===== src/rtl/dma_irq_pkg.sv =====
package dma_irq_pkg;
  localparam int NSRC   = 5;
  localparam int ADDR_W = 6;

  localparam int RAW_BASE  = 'h00;
  localparam int STAT_BASE = 'h08;
  localparam int MASK_BASE = 'h10;
  localparam int CLR_BASE  = 'h18;
  localparam int ADDR_SUM  = 'h20;
  localparam int ADDR_GCFG = 'h21;
  localparam int ADDR_CHEN = 'h22;

  typedef struct packed {
    logic [NSRC-1:0] clr_sel;
    logic [NSRC-1:0] mask_sel;
    logic            gcfg_sel;
    logic            chen_sel;
  } wr_dec_t;
endpackage


===== src/rtl/dma_rst_sync.sv =====
module dma_rst_sync (
  input  logic clk,
  input  logic rst_n,
  output logic rst_q_n
);
  logic [1:0] sync_q;

  always_ff @(posedge clk or negedge rst_n) begin
    if (!rst_n) sync_q <= 2'b00;
    else        sync_q <= {sync_q[0], 1'b1};
  end

  assign rst_q_n = sync_q[1];
endmodule


===== src/rtl/dma_wr_decode.sv =====
module dma_wr_decode
  import dma_irq_pkg::*;
(
  input  logic              wr,
  input  logic [ADDR_W-1:0] addr,
  output wr_dec_t           dec
);
  always_comb begin
    dec = '0;
    for (int t = 0; t < NSRC; t++) begin
      dec.clr_sel[t]  = wr && (addr == ADDR_W'(CLR_BASE + t));
      dec.mask_sel[t] = wr && (addr == ADDR_W'(MASK_BASE + t));
    end
    dec.gcfg_sel = wr && (addr == ADDR_W'(ADDR_GCFG));
    dec.chen_sel = wr && (addr == ADDR_W'(ADDR_CHEN));
  end
endmodule


===== src/rtl/dma_irq_source.sv =====
module dma_irq_source #(
  parameter int NCH = 8
) (
  input  logic           clk,
  input  logic           rst_n,
  input  logic [NCH-1:0] ev,
  input  logic           clr_wr,
  input  logic           mask_wr,
  input  logic [2*NCH-1:0] wdata,
  output logic [NCH-1:0] raw,
  output logic [NCH-1:0] mask,
  output logic [NCH-1:0] status
);
  logic [NCH-1:0] raw_q, raw_d, mask_q, mask_d;
  logic [NCH-1:0] wval, wsel, clr_bits;
  logic           raw_en, mask_en;

  assign wval = wdata[NCH-1:0];
  assign wsel = wdata[2*NCH-1:NCH];

  always_comb begin
    clr_bits = clr_wr ? wval : '0;
    raw_d    = (raw_q & ~clr_bits) | ev;
    raw_en   = clr_wr | (|ev);
    mask_d   = (mask_q & ~wsel) | (wval & wsel);
    mask_en  = mask_wr;
  end

  always_ff @(posedge clk or negedge rst_n) begin
    if (!rst_n) begin
      raw_q  <= '0;
      mask_q <= '0;
    end else begin
      if (raw_en)  raw_q  <= raw_d;
      if (mask_en) mask_q <= mask_d;
    end
  end

  assign raw    = raw_q;
  assign mask   = mask_q;
  assign status = raw_q & mask_q;
endmodule


===== src/rtl/dma_chan_enable.sv =====
module dma_chan_enable #(
  parameter int NCH = 8
) (
  input  logic             clk,
  input  logic             rst_n,
  input  logic             gcfg_wr,
  input  logic             chen_wr,
  input  logic [2*NCH-1:0] wdata,
  input  logic [NCH-1:0]   done,
  output logic             glb_en,
  output logic [NCH-1:0]   chen
);
  logic           glb_q, glb_d, glb_ce;
  logic [NCH-1:0] chen_q, chen_d, merged, wval, wsel;
  logic           chen_ce;

  assign wval = wdata[NCH-1:0];
  assign wsel = wdata[2*NCH-1:NCH];

  always_comb begin
    glb_d   = gcfg_wr ? wdata[0] : glb_q;
    glb_ce  = gcfg_wr;
    merged  = chen_wr ? ((chen_q & ~wsel) | (wval & wsel)) : chen_q;
    chen_d  = glb_d ? (merged & ~done) : '0;
    chen_ce = chen_wr | gcfg_wr | (|done);
  end

  always_ff @(posedge clk or negedge rst_n) begin
    if (!rst_n) begin
      glb_q  <= 1'b0;
      chen_q <= '0;
    end else begin
      if (glb_ce)  glb_q  <= glb_d;
      if (chen_ce) chen_q <= chen_d;
    end
  end

  assign glb_en = glb_q;
  assign chen   = chen_q;
endmodule


===== src/rtl/dma_read_mux.sv =====
module dma_read_mux
  import dma_irq_pkg::*;
#(
  parameter int NCH = 8
) (
  input  logic [ADDR_W-1:0]   addr,
  input  logic [NSRC*NCH-1:0] raw_all,
  input  logic [NSRC*NCH-1:0] mask_all,
  input  logic [NSRC*NCH-1:0] stat_all,
  input  logic [NSRC-1:0]     summary,
  input  logic                glb_en,
  input  logic [NCH-1:0]      chen,
  output logic [31:0]         rdata
);
  always_comb begin
    rdata = '0;
    for (int t = 0; t < NSRC; t++) begin
      if (addr == ADDR_W'(RAW_BASE + t))  rdata[NCH-1:0] = raw_all[t*NCH +: NCH];
      if (addr == ADDR_W'(STAT_BASE + t)) rdata[NCH-1:0] = stat_all[t*NCH +: NCH];
      if (addr == ADDR_W'(MASK_BASE + t)) rdata[NCH-1:0] = mask_all[t*NCH +: NCH];
    end
    if (addr == ADDR_W'(ADDR_SUM))  rdata[NSRC-1:0] = summary;
    if (addr == ADDR_W'(ADDR_GCFG)) rdata[0]        = glb_en;
    if (addr == ADDR_W'(ADDR_CHEN)) rdata[NCH-1:0]  = chen;
  end
endmodule


===== src/rtl/dma_irq_regbank.sv =====
module dma_irq_regbank
  import dma_irq_pkg::*;
#(
  parameter int NCH = 8
) (
  input  logic              clk,
  input  logic              rst_n,
  input  logic              bus_wr,
  input  logic [ADDR_W-1:0] bus_addr,
  input  logic [31:0]       bus_wdata,
  output logic [31:0]       bus_rdata,
  input  logic [NCH-1:0]    ev_tfr,
  input  logic [NCH-1:0]    ev_blk,
  input  logic [NCH-1:0]    ev_src,
  input  logic [NCH-1:0]    ev_dst,
  input  logic [NCH-1:0]    ev_err,
  output logic              irq,
  output logic              glb_en,
  output logic [NCH-1:0]    chan_en
);
  localparam int WD_W = 2 * NCH;

  logic                rst_q_n;
  wr_dec_t             dec;
  logic [NSRC*NCH-1:0] ev_all, raw_all, mask_all, stat_all;
  logic [NSRC-1:0]     summary;
  logic [WD_W-1:0]     wd_lo;
  logic                wdata_unused;

  assign ev_all       = {ev_err, ev_dst, ev_src, ev_blk, ev_tfr};
  assign wd_lo        = bus_wdata[WD_W-1:0];
  assign wdata_unused = ^bus_wdata[31:WD_W];

  dma_rst_sync u_rst (.clk(clk), .rst_n(rst_n), .rst_q_n(rst_q_n));

  dma_wr_decode u_dec (.wr(bus_wr), .addr(bus_addr), .dec(dec));

  for (genvar t = 0; t < NSRC; t++) begin : g_src
    dma_irq_source #(.NCH(NCH)) u_src (
      .clk    (clk),
      .rst_n  (rst_q_n),
      .ev     (ev_all[t*NCH +: NCH]),
      .clr_wr (dec.clr_sel[t]),
      .mask_wr(dec.mask_sel[t]),
      .wdata  (wd_lo),
      .raw    (raw_all[t*NCH +: NCH]),
      .mask   (mask_all[t*NCH +: NCH]),
      .status (stat_all[t*NCH +: NCH])
    );
    assign summary[t] = |stat_all[t*NCH +: NCH];
  end

  dma_chan_enable #(.NCH(NCH)) u_chen (
    .clk    (clk),
    .rst_n  (rst_q_n),
    .gcfg_wr(dec.gcfg_sel),
    .chen_wr(dec.chen_sel),
    .wdata  (wd_lo),
    .done   (ev_tfr),
    .glb_en (glb_en),
    .chen   (chan_en)
  );

  dma_read_mux #(.NCH(NCH)) u_rd (
    .addr    (bus_addr),
    .raw_all (raw_all),
    .mask_all(mask_all),
    .stat_all(stat_all),
    .summary (summary),
    .glb_en  (glb_en),
    .chen    (chan_en),
    .rdata   (bus_rdata)
  );

  assign irq = |summary;
endmodule


===== config.mk =====
export PLATFORM = sky130hd
export DESIGN_NAME = dma_irq_regbank
export DESIGN_NICKNAME = d
export VERILOG_FILES = /design/src/rtl/dma_irq_pkg.sv /design/src/rtl/dma_rst_sync.sv /design/src/rtl/dma_wr_decode.sv /design/src/rtl/dma_irq_source.sv /design/src/rtl/dma_chan_enable.sv /design/src/rtl/dma_read_mux.sv /design/src/rtl/dma_irq_regbank.sv
export SDC_FILE = /design/constraint.sdc
export NUM_CORES = 1
export LEC_CHECK = 0
export CORE_MARGIN = 10
export CORE_UTILIZATION = 55
export DETAILED_ROUTE_END_ITERATION = 16
export HOLD_SLACK_MARGIN = 0.08
export PLACE_DENSITY = 0.92
export SYNTH_ARGS = -nofsm -noshare
export SYNTH_HDL_FRONTEND = slang
export SYNTH_SLANG_ARGS = --single-unit

===== constraint.sdc =====
create_clock -name clk -period 4.7 [get_ports clk]
set_input_delay 0.47 -clock clk [delete_from_list [all_inputs] [get_ports clk]]
set_output_delay 0.47 -clock clk [all_outputs]
set_load 0.02 [all_outputs]

==> impl_metrics.csv <==
group,metric,value,unit
worst_setup_path,cpMaxStageDelayCell,"clkdlybuf4s50_1",
global_route,grt_pass1_vias,5121,
detailed_routing,post_drt_via_cell_ratio,6.49,
yosys,synth_cell_types,61,
pwr,powerDensity,259,nW/um2
clocking,cts.sinks,91,
yosys,count_of_flip_flops_with_a_built_in_enable_after_synthesis,0,
worst_setup_path,reg_to_reg_slack_setup,3.27,ns
yosys,ys_warn_count,0,
global_route,global_route_usage_sum,25.3,%
layout,area_growth,19.0,%
timing,final-max-slew-violation-count,0,
layout,post_route_cells_drive_above_1_share,12.5,%
worst_setup_path,critPathLaunch,"bus_addr[4]",
yosys,synth_sequential_area_ratio,42.4,%
die,floorplan.rows,36,
yosys,synth-main-ff-cell,"dfrtp_1",
timing,setup-violations-final,0,
clocking,htree_num_levels,3,
clocking,cts_setup_buffers,0,
timing,fin_setup_tns,0,ns
worst_setup_path,startpoint_of_the_lowest_slack_register_to_register_path,"u_chen.glb_en$_DFFE_PN0P_",
timing,worst_pin_slew,1.17,ns
detailed_routing,routed-via-count,5027,
clocking,cts-hold-fix-buffers,0,
yosys,synth_top_area_cell,"dfrtp_1",
pwr,comb_power_share,18.1,%
die,initial_utilization,55.8,%
worst_setup_path,crit_path_cell_trace,"clkdlybuf4s50_1 > nor4bb_1 > and2_1 > a31oi_1 > a211o_1 > o22ai_1 > clkdlybuf4s50_1",
timing,maxSlewHeadroom,22.3,%
job,cap_viol_max_count,0,
clocking,cts-root-buf,"clkbuf_8",
worst_setup_path,critical_path_endpoint,"bus_rdata[0]",
detailed_routing,firstDrtPassIters,7,
clocking,cts_repair_resize_count,0,
yosys,number_of_instances_in_the_synthesized_netlist,560,
pwr,pwr-share-clk,29.8,%
layout,finalCoreUtilization,66.4,%
timing,max_freq,247,MHz
worst_setup_path,type_of_element_launching_the_critical_path,"input port",
detailed_routing,remaining_drcs,0,
placed_design,hpwl,13.4,mm
pwr,totalPowerFinal,1.66,mW
worst_setup_path,element_type_at_the_critical_path_end,"output port",
worst_setup_path,worst_path_largest_cell_delay,0.80,ns
yosys,synthesized_cell_area,5380,um2
pwr,irDropWorstVdd,0.000181,V
layout,antenna_cells_inserted,0,
placed_design,portBuffers,82,
pwr,power_switching,483,uW
yosys,post_synth_main_area_contributors,"dfrtp_1, mux2_2, nand2_1",
yosys,synth_top_cell_area_share,42.4,%
worst_setup_path,crit_path_max_fanout,16,
yosys,ys_seq_elements,91,
placed_design,placed_cells,758,
global_route,globalRoute.totalOverflow,0,
timing,min_period_over_period,86.0,%
outcome,run_status,"completed",
worst_setup_path,rr_endpoint,"u_chen.chen[5]$_DFFE_PN0P_",
worst_setup_path,critPathKind,"input port to output port",
die,die_x,119,um
placed_design,gpl.final_weighted_congestion,0.956,
layout,mostFrequentLayoutCells,"nand2_1, dfrtp_1, clkdlybuf4s50_1",
global_route,grt_first_pass_wirelength,28.8,mm
clocking,numCtsBuffers,9,
detailed_routing,detail_route.iter0.violations,505,
clocking,cts.reportedPaths.clkPinSlew,0.08,ns
timing,finalWorstPathRequiredPeriod,4.04,ns
die,die_area,14100,um2
pwr,power.leakage,2.47,nW
pwr,p_seq_share,52.1,%
layout,finalNonFillerCells,774,
detailed_routing,detail_route.wirelength,18.0,mm
clocking,cts.path.max_buffers,2,
global_route,grt_antenna_before_repair,0,
timing,timing_hold_violations_final,0,
layout,layout.cells.most_common,"nand2_1",
die,dieHeight,119,um
pwr,p_sw_share,29.2,%
global_route,grt_start_max_net_pins,90,
yosys,synth.avg_cell_area,9.60,um2
worst_setup_path,worst_path_most_repeated_cell,"clkdlybuf4s50_1",
detailed_routing,post_drt_wl_per_cell,23.3,um
worst_hold_path,worst_hold_path_type,"input port to async pin",
timing,grt_setup_unrepaired,"no",
clocking,tritoncts,"built",
timing,worst_clock_skew,0.00554,ns
layout,fin_nets,717,
die,coreArea,9640,um2
yosys,proportion_of_register_bits_with_asynchronous_set_or_reset_after_synthesis,100,%
worst_setup_path,cp_data_arrival_time,3.57,ns
die,design.portCount,123,
detailed_routing,postRouteAntennaNets,0,
clocking,worstSkewPairLatency,0.37,ns
worst_setup_path,crit_required,4.23,ns
worst_setup_path,rr_worst_depth,2,
pwr,cellInternalPower,1.17,mW
==> power groups by stage <==
| stage | combinational (mW) | sequential, mW | clock (mW) |
|---|---|---|---|
| after global routing | 0.318 | 0.869 | 0.523 |
| after CTS | 0.292 | 0.861 | 0.499 |
| after global placement | 0.285 | 0.873 | 0 |
| after floorplan | 0.180 | 0.862 | 0 |
| after detailed placement | 0.291 | 0.877 | 0 |
| final | 0.300 | 0.862 | 0.494 |
==> critical path: cells and delay by family <==
| kind | cells | cell delay (ns) |
|---|---|---|
| buffers and inverters | 2 | 1.45 |
| and+or+nand+nor | 2 | 0.99 |
| AOI/OAI and AO/OA | 3 | 0.65 |
==> per-layer routing <==
metal | vias up | part of all wire [%] | GRT usage [%]
li1 | 2194 | - | -
met2 | 345 | 45 | 38.0
met5 | - | 0 | 0
met1 | 2438 | 39 | 32.6
met3 | 50 | 12 | 7.84
met4 | 0 | 3.5 | 12.4
==> cells in the mapped netlist, drive strengths merged, types with 4 or more instances <==
library cell  count
a21o             41
a21oi             6
a221oi           14
a22o              6
a22oi            14
a31oi            11
and2              4
and3              4
buf              33
clkbuf           15
dfrtp            91
inv               5
mux2             47
mux2i             6
nand2           116
nand2b            4
nand3             5
nand4             9
nor2             20
nor2b             6
nor3              7
nor3b             4
nor4              4
o2111ai          10
o211a             4
o211ai            7
o21ai            16
o22a              4
o22ai            10
o31ai            10
==> final cells by class <==
cell class	instances	area, um2
fill	787	3240
multi-input combinational	439	2880
sequential	91	2280
timing repair buffer	90	881
tap	133	166
clock buffer	14	163
inverter	5	18.8
clock inverter	2	10.0
==> kinds of logic (layout without fill, tap and decap cells) <==
kind of cell           after synthesis  count (layout)  synth area share [%]
other                                2              25                 0.140
flip-flops                          91              91                  42.4
AO/OA/AOI/OAI                      167             167                  23.4
multiplexers                        53              53                  11.0
AND/OR/NAND/NOR                    194             194                  17.4
buffers and inverters               53             111                  5.70
==> through the flow <==
step,instance area (um2),setup WS (ns),hold WS [ns]
after floorplan,5460,1.98,0.174
after global placement,6230,0.802,0.344
after detailed placement,6230,0.732,0.352
after CTS,6400,0.717,0.243
after global routing,6400,0.475,0.241
final,6400,0.658,0.247
==> worst min path at each step <==
stage	cells after the start	slack, ns	end
after global placement	0	0.34	u_rst.sync_q[1]$_DFF_PN0_
after CTS	1	0.24	u_rst.sync_q[1]$_DFF_PN0_
after detailed placement	0	0.35	u_rst.sync_q[1]$_DFF_PN0_
after global routing	1	0.24	u_rst.sync_q[1]$_DFF_PN0_
after floorplan	0	0.17	u_rst.sync_q[0]$_DFF_PN0_
final	1	0.25	u_rst.sync_q[0]$_DFF_PN0_
Power figures use the tool's default switching activity.
